[src/rtl/deadtime_pkg.sv]
package deadtime_pkg;
    localparam int CODE_W = 8;
    // largest gap is (32+31)*16 = 1008 cycles
    localparam int DLY_W  = 10;
    localparam int N_EDGE = 2;   // index 0: rising code, 1: falling code

    typedef struct packed {
        logic [CODE_W-1:0] rise_code;
        logic [CODE_W-1:0] fall_code;
        logic              asym;
        logic [1:0]        lock;
    } cfg_t;

    typedef struct packed {
        logic             ref_s;
        logic             hi;
        logic             lo;
        logic             tgt_hi;
        logic [DLY_W-1:0] cnt;
    } gap_st_t;
endpackage

[src/rtl/deadtime_cfg.sv]
module deadtime_cfg
    import deadtime_pkg::*;
(
    input  logic              clk,
    input  logic              rst_n,
    input  logic              wr,
    input  logic [CODE_W-1:0] rise_in,
    input  logic [CODE_W-1:0] fall_in,
    input  logic              asym_in,
    input  logic [1:0]        lock_in,
    output cfg_t              cfg
);
    cfg_t cfg_d, cfg_q;

    always_comb begin
        cfg_d = cfg_q;
        if (wr) begin
            cfg_d.rise_code = rise_in;
            // protected fields (including the level itself) only while unlocked
            if (cfg_q.lock == 2'd0) begin
                cfg_d.fall_code = fall_in;
                cfg_d.asym      = asym_in;
                cfg_d.lock      = lock_in;
            end
        end
    end

    always_ff @(posedge clk or negedge rst_n) begin
        if (!rst_n) cfg_q <= '0;
        else        cfg_q <= cfg_d;
    end

    assign cfg = cfg_q;
endmodule

[src/rtl/deadtime_decode.sv]
module deadtime_decode
    import deadtime_pkg::*;
(
    input  logic [CODE_W-1:0] code,
    output logic [DLY_W-1:0]  cycles
);
    always_comb begin
        unique casez (code[7:5])
            3'b0??:  cycles = {{(DLY_W-7){1'b0}}, code[6:0]};
            3'b10?:  cycles = (DLY_W'(64) + DLY_W'(code[5:0])) << 1;
            3'b110:  cycles = (DLY_W'(32) + DLY_W'(code[4:0])) << 3;
            default: cycles = (DLY_W'(32) + DLY_W'(code[4:0])) << 4;
        endcase
    end
endmodule

[src/rtl/deadtime_timer.sv]
module deadtime_timer
    import deadtime_pkg::*;
(
    input  logic             clk,
    input  logic             rst_n,
    input  logic             ref_in,
    input  logic [DLY_W-1:0] rise_gap,
    input  logic [DLY_W-1:0] fall_gap,
    output logic             hi,
    output logic             lo
);
    gap_st_t st_d, st_q;
    logic    up_edge, dn_edge;

    assign up_edge = ref_in & ~st_q.ref_s;
    assign dn_edge = ~ref_in & st_q.ref_s;

    always_comb begin
        st_d       = st_q;
        st_d.ref_s = ref_in;
        if (up_edge) begin
            st_d.lo     = 1'b0;
            st_d.tgt_hi = 1'b1;
            st_d.hi     = (rise_gap == '0);
            st_d.cnt    = rise_gap;
        end else if (dn_edge) begin
            st_d.hi     = 1'b0;
            st_d.tgt_hi = 1'b0;
            st_d.lo     = (fall_gap == '0);
            st_d.cnt    = fall_gap;
        end else if (st_q.cnt != '0) begin
            st_d.cnt = st_q.cnt - 1'b1;
            if (st_q.cnt == DLY_W'(1)) begin
                if (st_q.tgt_hi) st_d.hi = 1'b1;
                else             st_d.lo = 1'b1;
            end
        end
    end

    always_ff @(posedge clk or negedge rst_n) begin
        if (!rst_n) st_q <= '0;
        else        st_q <= st_d;
    end

    assign hi = st_q.hi;
    assign lo = st_q.lo;
endmodule

[src/rtl/deadtime_pair.sv]
module deadtime_pair
    import deadtime_pkg::*;
(
    input  logic              clk,
    input  logic              rst_n,
    input  logic              pwm_ref,
    input  logic              cfg_wr,
    input  logic [CODE_W-1:0] rise_code_wr,
    input  logic [CODE_W-1:0] fall_code_wr,
    input  logic              asym_wr,
    input  logic [1:0]        lock_wr,
    output logic              drv_hi,
    output logic              drv_lo
);
    cfg_t              cfg;
    logic [1:0]        lock_lvl;
    logic              asym_cfg;
    logic [CODE_W-1:0] fall_cfg;
    logic [N_EDGE-1:0][CODE_W-1:0] codes;
    logic [N_EDGE-1:0][DLY_W-1:0]  gaps;
    logic [DLY_W-1:0]  fall_gap_sel;

    deadtime_cfg u_cfg (
        .clk     (clk),
        .rst_n   (rst_n),
        .wr      (cfg_wr),
        .rise_in (rise_code_wr),
        .fall_in (fall_code_wr),
        .asym_in (asym_wr),
        .lock_in (lock_wr),
        .cfg     (cfg)
    );

    assign lock_lvl = cfg.lock;
    assign asym_cfg = cfg.asym;
    assign fall_cfg = cfg.fall_code;
    assign codes[0] = cfg.rise_code;
    assign codes[1] = cfg.fall_code;

    for (genvar g = 0; g < N_EDGE; g++) begin : g_dec
        deadtime_decode u_dec (
            .code   (codes[g]),
            .cycles (gaps[g])
        );
    end

    assign fall_gap_sel = asym_cfg ? gaps[1] : gaps[0];

    deadtime_timer u_tmr (
        .clk      (clk),
        .rst_n    (rst_n),
        .ref_in   (pwm_ref),
        .rise_gap (gaps[0]),
        .fall_gap (fall_gap_sel),
        .hi       (drv_hi),
        .lo       (drv_lo)
    );
endmodule

[config.mk]
export PLATFORM = sky130hd
export DESIGN_NAME = deadtime_pair
export DESIGN_NICKNAME = d
export VERILOG_FILES = /design/src/rtl/deadtime_pkg.sv /design/src/rtl/deadtime_cfg.sv /design/src/rtl/deadtime_decode.sv /design/src/rtl/deadtime_timer.sv /design/src/rtl/deadtime_pair.sv
export SDC_FILE = /design/constraint.sdc
export NUM_CORES = 1
export LEC_CHECK = 0
export CAP_MARGIN = 30
export CORE_MARGIN = 3
export CORE_UTILIZATION = 56
export DETAILED_ROUTE_END_ITERATION = 6
export GPL_TIMING_DRIVEN = 0
export PLACE_DENSITY = 0.79
export RECOVER_POWER = 50
export SETUP_SLACK_MARGIN = 0.2
export SLEW_MARGIN = 5
export SYNTH_ARGS = -nofsm -noshare
export SYNTH_HDL_FRONTEND = slang
export SYNTH_SLANG_ARGS = --single-unit
[constraint.sdc]
create_clock -name clk -period 2.65 [get_ports clk]
set_input_delay 0.795 -clock clk [delete_from_list [all_inputs] [get_ports clk]]
set_output_delay 0.795 -clock clk [all_outputs]
set_load 0.05 [all_outputs]
==> results of run 1 <==
-- critical path: stages --
cell	delay, ns
dlygate4sd3_1	0.58
ha_1	0.24
inv_1	0.08
clkbuf_1	0.37
nand2_1	0.13
o32ai_1	0.32
a21oi_1	0.12
-- stage by stage --
stage          hold slack (ns)  setup slack, ns
3_5_place_dp            0.4573          -0.1814
5_1_grt                 0.5308           0.1054
4_1_cts                 0.4922           0.2074
6_report                0.4903           0.1863
3_3_place_gp            0.4528          -0.1785
2_1_floorplan           0.4411           0.5928
-- flip-flops by register name (all words and copies together), names as in the netlist --
name        flops
u_tmr.hi        1
u_tmr.lo        1
u_tmr.st_q     12
u_cfg.cfg      19
-- cells in the final DEF (no fill, tap or decap), types with 6 or more instances in the layout --
master / synthesis / final
a21oi_1: 14 / 14
clkbuf_1: 10 / 10
clkbuf_8: 0 / 7
clkdlybuf4s50_1: 0 / 22
dfrtp_1: 33 / 33
inv_1: 12 / 12
mux2_2: 11 / 11
nand2_1: 31 / 31
nand2b_1: 6 / 6
nand3_1: 6 / 6
nor2_1: 17 / 16
o21ai_0: 16 / 15
o2bb2ai_1: 6 / 6
-- worst paths after layout --
kind / slack (ns) / to / cells after the start / startpoint
min: 0.49 / u_cfg.cfg[1]$_DFFE_PN0P_ / 1 / u_cfg.cfg[1]$_DFFE_PN0P_
max in group asynchronous: 0.66 / u_tmr.st_q[4]$_DFFE_PN0P_ / 1 / rst_n
max: 0.19 / u_tmr.st_q[2]$_DFFE_PN0P_ / 7 / pwm_ref
min reg2reg: 0.49 / u_cfg.cfg[1]$_DFFE_PN0P_ / 1 / u_cfg.cfg[1]$_DFFE_PN0P_
min in group asynchronous: 0.97 / u_cfg.cfg[0]$_DFFE_PN0P_ / 1 / rst_n
max reg2reg: 0.43 / u_tmr.st_q[5]$_DFFE_PN0P_ / 7 / u_tmr.st_q[0]$_DFFE_PN0P_
-- metal layers --
layer  up-vias  GRT usage, %
met2        98         38.88
li1       1003             -
met5         -             0
met3        16         5.652
met1       960         31.98
met4         0         7.809
-- logic make-up (layout without fill, tap and decap cells) --
| logic type | after synthesis | count (layout) | synth area share (%) |
|---|---|---|---|
| AO/OA/AOI/OAI | 74 | 74 | 22.45 |
| XOR/XNOR | 5 | 5 | 1.954 |
| adder cells (fa/ha/maj) | 4 | 4 | 2.233 |
| buffers and inverters | 29 | 61 | 5.136 |
| flip-flops | 33 | 33 | 36.85 |
| multiplexers | 15 | 15 | 7.370 |
| AND/OR/NAND/NOR | 98 | 98 | 24.01 |
-- cell type report --
cell class | instances | area, µm² | area share, %
Clock inverter | 1 | 5.005 | 0.1875
Multi-Input combinational cell | 196 | 1325 | 49.65
Sequential cell | 33 | 825.8 | 30.94
Buffer | 16 | 73.82 | 2.766
Clock buffer | 7 | 96.34 | 3.610
Inverter | 13 | 48.80 | 1.828
Timing Repair Buffer | 24 | 234.0 | 8.767
Tap cell | 48 | 60.06 | 2.250
-- what timing repair did --
action	4_1_cts	5_1_grt
setup endpoints to repair	1	4
cloned	0	0
resized for setup	1	10
hold buffers	0	0
endpoints found under the hold margin	0	0
buffers inserted	0	0
pin swaps	0	0
-- report_power, final --
part	total, W	internal, W	switching [W]
combinational	0.000518	0.000232	0.000286
sequential	0.000680	0.000579	0.000101
clock	0.000419	0.000235	0.000185
total	0.00162	0.00105	0.000571
==> key figures, run 1 <==
STA
  – Final Hold Vio Count: 0
  – Final setup vio count: 0
  – Crit share post-route: 92.97%
  – Slew Viols, Final: 34
  – RSZ-0062 raised after global routing: no
  – Max Clock Freq: 405.9 MHz
  – Clock skew: 0.006822 ns
  – Min Tclk post-route: 2.464 ns
  – Rel. slew slack: -18.09%
  – Setup Total Neg Slack: 0 ns
  – Worst Tran Pin Value: 1.771 ns

Clock network
  – Clock-pin slew on the worst setup and hold paths: 0.07 ns
  – CTS tree: yes
  – Root buffer cell: clkbuf_8
  – Clock Latency Late Sink: 0.29 ns
  – # clock sinks: 33
  – TritonCTS Buffers: 5
  – CTS H-Tree Depth: 2
  – CTS Buffer Depth: 2

Yosys
  – Mapped Area: 2241 µm²
  – Synth area leaders: dfrtp_1, mux2_2, nand2_1, o21ai_0, a21oi_1
  – Synth cell count leaders: dfrtp_1, nand2_1, nor2_1, o21ai_0, a21oi_1
  – Post-Syn Nets: 285
  – Netlist cell types: 58
  – Mapped Avg Cell Area: 8.686 µm²
  – Syn Inst Count: 258
  – FF+latch count, synth: 33
  – Sequential area share after synthesis: 36.85%
  – Yosys warns: 0
  – Yosys top cell area share: 36.85%
  – Cell with the most instances after synthesis: dfrtp_1
  – Yosys top cell by area: dfrtp_1
  – EDFF count, synth: 0
  – Commonest register cell after synthesis: dfrtp_1
  – Fraction of registers with async set/reset: 100.0%

Pwr
  – Overall power: 0.001617 W
  – Leakage power: 1.096 nW
  – Pwr per Cell Area: 605.9 nW/µm²
  – Max VDD drop: 517.1 µV

Global routing
  – Vias in the first global route: 2009
  – Initial antenna violation count: 0
  – First-pass GRT wire length: 9390 µm
  – Tot GR Track Use: 24.13%
  – Largest net degree at the start of global routing: 34
  – GRT overflow: 0

Routing
  – Total Wirelength: 5510 µm
  – ANT nets after route: 0
  – 1st-pass router iterations: 5
  – Met3 routed WL: 341 µm
  – Routed len/inst: 16.30 µm
  – 1st-iter DRT viols: 173
  – Top layer in use: met4
  – DR vias: 2077
  – Via/cell ratio: 6.145
  – M1 wire length: 2405 µm
  – Remaining DRCs: 0
  – Met2 routed WL: 2641 µm

Setup path
  – Start-to-end type of the worst setup path: in2reg
  – CP Max Fanout: 10
  – Crit. End Element: register
  – Crit path DAT: 2.63 ns
  – CP startpoint kind: input pin
  – Critical path required time: 2.82 ns

Cells and area
  – Antenna cells: 0
  – FILL cells: 296
  – Post-route insts no fill: 338
  – Synth-to-Final Area Change: 19.10%
  – Fin util: 70.77%
  – Final nets: 316
  – Post-route cell area: 2669 µm²
  – Layout cell share with drive strength beyond 1: 13.10%

Place
  – Placed Area: 2536 µm²
  – Final GP Congestion: 0.8860
  – Port Buffer Count: 24
  – Dpl cells: 330
  – DPL Wire Length: 4107 µm

Status
  – Status: finished, violations left
  – Failing checks: max-capacitance violations, max-slew violations

Floorplanning
  – Die width: 69.26 µm
  – Die footprint: 4797 µm²
  – Chip height: 69.26 µm
  – Core Footprint: 3771 µm²
  – I/O pin count: 25
  – Row Count: 22
  – Initial Util: 59.42%

Hold path
  – Min-Delay Path Class: reg2reg

Run
  – Max-cap violations: 1
No activity file was read; power rests on OpenSTA's default activity.
==> run 2: changes to the inputs <==
Settings changed: ABC_CLOCK_PERIOD_IN_PS set to 2650, SYNTH_HIERARCHICAL set to 1.
==> run 2 against run 1 <==
Effect of this change:
- the run still ends with max-capacitance violations, max-slew violations left
- wire length decreased by 15%
- non-clock buffer count is 2 lower
- design area up 0.47%
- register-to-register slack gained 0.21 ns
- synthesized cell count decreased by 12%
- highest routed layer unchanged
- clock power grew 17%
- final cell count fell by 8.9%
- total power rose by 1.5%
- core utilization is 0.33 points higher
- critical path depth is the same
- via count fell by 13%
==> key figures, run 2 <==
Pwr
  – Flop pwr share: 39.7%
  – Pwr per Cell Area: 611.9 nW/µm²
  – Sw Ratio: 30.96%
  – NetSw: 0.0005080 W
  – Max VDD drop: 371.7 µV
  – Clock Power Share: 29.9%
  – Combinational Power Share: 30.4%
  – Overall power: 0.001641 W
  – Internal power: 0.001133 W
  – Leakage power: 1.126 nW

Routing
  – ANT nets after route: 0
  – Routed len/inst: 15.26 µm
  – Top layer in use: met4
  – Met2 routed WL: 2316 µm
  – Met3 routed WL: 209 µm
  – 1st-pass router iterations: 4
  – Via/cell ratio: 5.851
  – Remaining DRCs: 0
  – 1st-iter DRT viols: 117
  – DR vias: 1802
  – Total Wirelength: 4700 µm
  – M1 wire length: 2108 µm

Cells and area
  – Commonest cells after routing, fill and taps aside: dfrtp_1, clkdlybuf4s50_1, mux2_4, a21oi_1, nand2_1
  – Commonest non-fill, non-tap cell in the layout: dfrtp_1
  – Max FFs per register: 19
  – Post-route insts no fill: 308
  – Layout cell share with drive strength beyond 1: 23.08%
  – Final nets: 286
  – Synth-to-Final Area Change: 18.59%
  – Antenna cells: 0
  – Fin util: 71.10%

Yosys
  – Syn Inst Count: 228
  – Synth cell count leaders: dfrtp_1, a21oi_1, mux2_4, nand2_1, inv_1
  – Yosys top cell area share: 36.52%
  – Mapped Area: 2261 µm²
  – Netlist cell types: 45
  – EDFF count, synth: 0
  – Post-Syn Nets: 255
  – Cell with the most instances after synthesis: dfrtp_1
  – Yosys warns: 6
  – Synth area leaders: dfrtp_1, mux2_4, mux2_2, a21oi_1, nand2_1
  – Mapped Avg Cell Area: 9.916 µm²
  – Sequential area share after synthesis: 36.52%
  – Commonest register cell after synthesis: dfrtp_1
  – Fraction of registers with async set/reset: 100.0%
  – Yosys top cell by area: dfrtp_1
  – FF+latch count, synth: 33

STA
  – Slew Viols, Final: 34
  – Final Worst Setup Slack: 0.2587 ns
  – Worst Hold Margin: 0.5181 ns
  – Final Hold Vio Count: 0
  – Crit share post-route: 90.24%
  – Max Clock Freq: 418.2 MHz
  – Worst Tran Pin Value: 1.758 ns
  – Min Tclk post-route: 2.391 ns
  – RSZ-0062 raised after global routing: no
  – Rel. slew slack: -17.18%
  – Clock skew: 0.007969 ns
  – Final setup vio count: 0

Clock network
  – CTS H-Tree Depth: 2
  – Setup Buffers After CTS: 0
  – # clock sinks: 33
  – Clock Latency Late Sink: 0.28 ns
  – Hold_buf cts: 0
  – CTS Buffer Depth: 2
  – Root buffer cell: clkbuf_8
  – CTS tree: yes
  – Clock-pin slew on the worst setup and hold paths: 0.07 ns
  – TritonCTS Buffers: 5

Setup path
  – Worst path top cell family by delay: buffers and inverters
  – Worst path bufs/invs: 3
  – CP max stage delay: 0.57 ns
  – Crit path launch: pwm_ref
  – CP startpoint kind: input pin
  – Critical path required time: 2.79 ns
  – CP Max Fanout: 10
  – Worst path slowest cell: dlygate4sd3_1
  – Reg2Reg Launch Point: u_tmr/st_q[3]$_DFFE_PN0P_
  – Start-to-end type of the worst setup path: in2reg
  – Crit path DAT: 2.54 ns
  – Crit. End Element: register
  – Critical path cell sequence: dlygate4sd3_1, ha_1, inv_1, clkbuf_1, nand2_1, o22ai_1, a211oi_1

Global routing
  – First-pass GRT wire length: 8128 µm
  – Vias in the first global route: 1783
  – GRT overflow: 0
  – Largest net degree at the start of global routing: 34
  – Initial antenna violation count: 0
  – Tot GR Track Use: 20.73%

Place
  – DPL Wire Length: 3487 µm
  – Setup WS pre-CTS: -0.2871 ns
  – Port Buffer Count: 24
  – Dpl cells: 300
  – Final GP Congestion: 0.8427

Floorplanning
  – Die footprint: 4836 µm²
  – I/O pin count: 25
  – Initial Util: 59.95%
  – Row Count: 22
  – Core Footprint: 3771 µm²
  – Die width: 69.54 µm
  – Chip height: 69.54 µm

Hold path
  – Launch point of the worst hold path: u_cfg/cfg[1]$_DFFE_PN0P_
  – Min-Delay Path Class: reg2reg

Status
  – Failing checks: max-capacitance violations, max-slew violations
  – Status: finished, violations left

Run
  – Max-cap violations: 1
[run 2: cell types whose count changed after synthesis, moves of 4 or more]
cell / delta
o22ai_1: +6
nor2_1: -8
buf_6: +6
mux2_4: +19
a21oi_1: +5
o21ai_0: -8
clkbuf_1: -5
nand2_1: -13
o2bb2ai_1: -4
[run 2: cell families after synthesis]
group           count (synthesis)  synth area share [%]
compound gates                 59                 16.49
simple gates                   69                 17.87
xor+xnor                        3                 1.162
flops                          33                 36.52
buf+inv                        28                 6.807
fa+ha+maj                       4                 2.214
mux                            32                 18.93
[run 2: final timing paths]
kind / end / slack (ns) / cells past startpoint
worst max register to register: u_tmr/st_q[8]$_DFFE_PN0P_ / 0.64 / 4
max in group asynchronous: u_cfg/cfg[4]$_DFFE_PN0P_ / 0.66 / 1
worst max-delay path: u_tmr/st_q[3]$_DFFE_PN0P_ / 0.26 / 7
min in group asynchronous: u_tmr/st_q[1]$_DFFE_PN0P_ / 0.97 / 1
worst min-delay path: u_cfg/cfg[1]$_DFFE_PN0P_ / 0.52 / 2
worst min register to register: u_cfg/cfg[1]$_DFFE_PN0P_ / 0.52 / 2
[run 2: per-layer routing]
| metal | global-route usage, % | vias to the layer above |
|---|---|---|
| met4 | 6.291 | 0 |
| met3 | 4.783 | 7 |
| li1 | - | 896 |
| met5 | 0 | - |
| met1 | 25.96 | 848 |
| met2 | 35.38 | 51 |
[run 2: worst reg2reg max path, stage by stage (launching register included)]
cell and delay, ns:
dfrtp_1 0.43, or3_4 0.42, or4_1 0.50, or4_1 0.42, a31oi_1 0.18
[run 2: timing repair]
item                                   4_1_cts  5_1_grt
setup endpoints to repair                   10        4
pin swaps                                    0        0
endpoints found under the hold margin        0        0
gates resized for setup                      2        2
[run 2: stage by stage]
step           cell area (µm²)  TNS [ns]
6_report                  2681         0
2_1_floorplan             2261         0
3_5_place_dp              2556    -2.262
5_1_grt                   2681         0
4_1_cts                   2680         0
3_3_place_gp              2561    -1.808
[run 2: cell type report]
| class | count | area, µm² |
|---|---|---|
| tap | 48 | 60.06 |
| sequential | 33 | 825.8 |
| clock inverter | 1 | 30.03 |
| buffer | 14 | 102.6 |
| multi-input combinational | 167 | 1290 |
| inverter | 14 | 52.55 |
| clock buffer | 7 | 86.33 |
| fill | 268 | 1090 |
| timing repair buffer | 24 | 234.0 |
[run 2: power by group through the flow]
| stage | logic, W | clock network (W) | registers, W |
|---|---|---|---|
| 2_1_floorplan | 0.000347 | 0 | 0.000664 |
| 3_3_place_gp | 0.000482 | 0 | 0.000657 |
| 3_5_place_dp | 0.000492 | 0 | 0.000661 |
| 4_1_cts | 0.000498 | 0.000503 | 0.000651 |
| 5_1_grt | 0.000545 | 0.000527 | 0.000664 |
| 6_report | 0.000499 | 0.000490 | 0.000651 |
==> run 3: changes to the inputs <==
Settings changed: CORE_UTILIZATION 56 to 35, PLACE_DENSITY 0.79 to unset.
==> run 3 against run 2 <==
Effect of this change:
- the run still ends with max-capacitance violations, max-slew violations left
- sequential cell count is the same
- worst setup slack gained 0.045 ns
- worst hold slack lost 0.0096 ns
- clock power shrank 26%
- sequential share of layout area is essentially flat
- maximum frequency grew 1.9%
- wire length is essentially flat
- sequential power is essentially flat
==> key figures, run 3 (synthesized netlist as in run 2, its figures left out) <==
STA
  – RSZ-0062 raised after global routing: no
  – Final setup vio count: 0
  – Max Clock Freq: 426.2 MHz
  – Crit share post-route: 88.55%
  – Final Hold Vio Count: 0
  – Final Worst Setup Slack: 0.3034 ns
  – Rel. slew slack: -20.21%
  – Slew Viols, Final: 34
  – Clock skew: 0.005424 ns
  – Worst Tran Pin Value: 1.803 ns
  – Min Tclk post-route: 2.347 ns

Routing
  – Total Wirelength: 4701 µm
  – DR vias: 1727
  – ANT nets after route: 0
  – 1st-pass router iterations: 4
  – 1st-iter DRT viols: 118
  – Via/cell ratio: 5.155
  – Remaining DRCs: 0
  – Routed len/inst: 14.03 µm

Floorplanning
  – Core Footprint: 6096 µm²
  – Row Count: 28
  – I/O pin count: 25
  – Die width: 86.37 µm
  – Chip height: 86.37 µm
  – Die footprint: 7460 µm²
  – Initial Util: 37.09%

Cells and area
  – FILL cells: 623
  – Post-route insts no fill: 335
  – Final nets: 286
  – Register area: 825.8 µm²
  – Commonest cells after routing, fill and taps aside: dfrtp_1, clkdlybuf4s50_1, mux2_4, a21oi_1, nand2_1
  – Max FFs per register: 19
  – Synth-to-Final Area Change: 18.48%
  – Antenna cells: 0
  – Layout cell share with drive strength beyond 1: 22.69%
  – Commonest non-fill, non-tap cell in the layout: dfrtp_1
  – Fin util: 43.95%
  – Multi-input logic area: 1287 µm²

Clock network
  – TritonCTS Buffers: 5
  – Clock Latency Late Sink: 0.29 ns
  – CTS H-Tree Depth: 2
  – Setup Buffers After CTS: 0
  – # clock sinks: 33
  – Clock-pin slew on the worst setup and hold paths: 0.07 ns
  – Root buffer cell: clkbuf_8
  – Hold_buf cts: 0
  – CTS Buffer Depth: 2
  – CTS tree: yes

Run
  – Max-cap violations: 1

Status
  – Failing checks: max-capacitance violations, max-slew violations
  – Status: finished, violations left

Pwr
  – Pwr per Cell Area: 566.0 nW/µm²
  – Max VDD drop: 225.8 µV
  – Leakage power: 1.112 nW

Setup path
  – CP startpoint kind: input pin
  – Worst path slowest cell: nor2_1
  – CP max stage delay: 0.45 ns
  – Critical path required time: 2.82 ns
  – CP Max Fanout: 10
  – Critical path cell sequence: clkdlybuf4s50_1, ha_1, clkbuf_1, nor2_1, nand2_1, a21oi_1, a21oi_1
  – Start-to-end type of the worst setup path: in2reg
  – Crit-path most repeated cell: a21oi_1
  – Crit path DAT: 2.52 ns
  – Crit. End Element: register
  – Worst reg2reg setup slack: 0.62 ns

Place
  – DPL Wire Length: 3491 µm
  – Setup WS pre-CTS: -0.2508 ns
  – Dpl cells: 327
  – Port Buffer Count: 24
  – Final GP Congestion: 0.8308

Global routing
  – First-pass GRT wire length: 8135 µm
  – Largest net degree at the start of global routing: 34
  – Initial antenna violation count: 0
  – GRT overflow: 0
  – Tot GR Track Use: 13.55%
  – Vias in the first global route: 1679

Hold path
  – Min-Delay Path Class: reg2reg
run 3: cell types whose count changed in the layout (fill, tap and decap cells not counted), sizes merged:
| cell | before | now |
|---|---|---|
| clkinv | 2 | 4 |
| bufinv | 1 | 0 |
| clkbuf | 12 | 11 |
| dlygate4sd3 | 1 | 0 |
| clkdlybuf4s50 | 22 | 23 |
run 3: critical path: cells and delay by family:
family,cells,cell delay (ns)
compound gates,2,0.21
buf+inv,2,0.67
fa+ha+maj,1,0.26
simple gates,2,0.56
run 3: what timing repair did:
| action | 4_1_cts | 5_1_grt |
|---|---|---|
| pin swaps | 0 | 0 |
| resized for setup | 2 | 1 |
| setup endpoints to repair | 10 | 1 |
run 3: layout make-up:
type | count | area share, %
buffer | 14 | 3.830
clock buffer | 6 | 2.709
tap | 75 | 3.503
inverter | 14 | 1.962
multi-input combinational | 167 | 48.06
clock inverter | 2 | 0.3737
timing repair buffer | 24 | 8.734
sequential | 33 | 30.83
run 3: power breakdown:
group	switching [W]	internal, W
Clock	0.000183	0.000182
Sequential	0.0000722	0.000577
Combinational	0.000253	0.000249
run 3: stage by stage:
stage | hold slack, ns | total power [W] | instance area [µm²] | TNS, ns
after floorplan | 0.4633 | 0.001010 | 2261 | 0
after global placement | 0.4971 | 0.001146 | 2595 | -1.713
after detailed placement | 0.4950 | 0.001151 | 2590 | -1.888
after CTS | 0.5135 | 0.001535 | 2680 | 0
after global routing | 0.5441 | 0.001615 | 2679 | 0
final | 0.5085 | 0.001516 | 2679 | 0
run 3: final timing paths:
kind,from,end,cells after the start
worst max-delay path,pwm_ref,u_tmr/lo$_DFFE_PN0P_,7
worst min-delay path,u_tmr/st_q[1]$_DFFE_PN0P_,u_tmr/st_q[1]$_DFFE_PN0P_,2
worst max register to register,u_tmr/st_q[0]$_DFFE_PN0P_,u_tmr/hi$_DFFE_PN0P_,6
worst min register to register,u_tmr/st_q[1]$_DFFE_PN0P_,u_tmr/st_q[1]$_DFFE_PN0P_,2
max in group asynchronous,rst_n,u_cfg/cfg[13]$_DFFE_PN0P_,1
min in group asynchronous,rst_n,u_tmr/st_q[13]$_DFF_PN0_,1
run 3: per-layer routing:
metal | track usage, % | up-vias | part of all wire (%)
met5 | 0 | - | 0
met4 | 4.249 | 0 | 1.4
met3 | 2.947 | 6 | 4.2
met2 | 21.91 | 35 | 47
met1 | 18.08 | 796 | 48
li1 | - | 890 | -
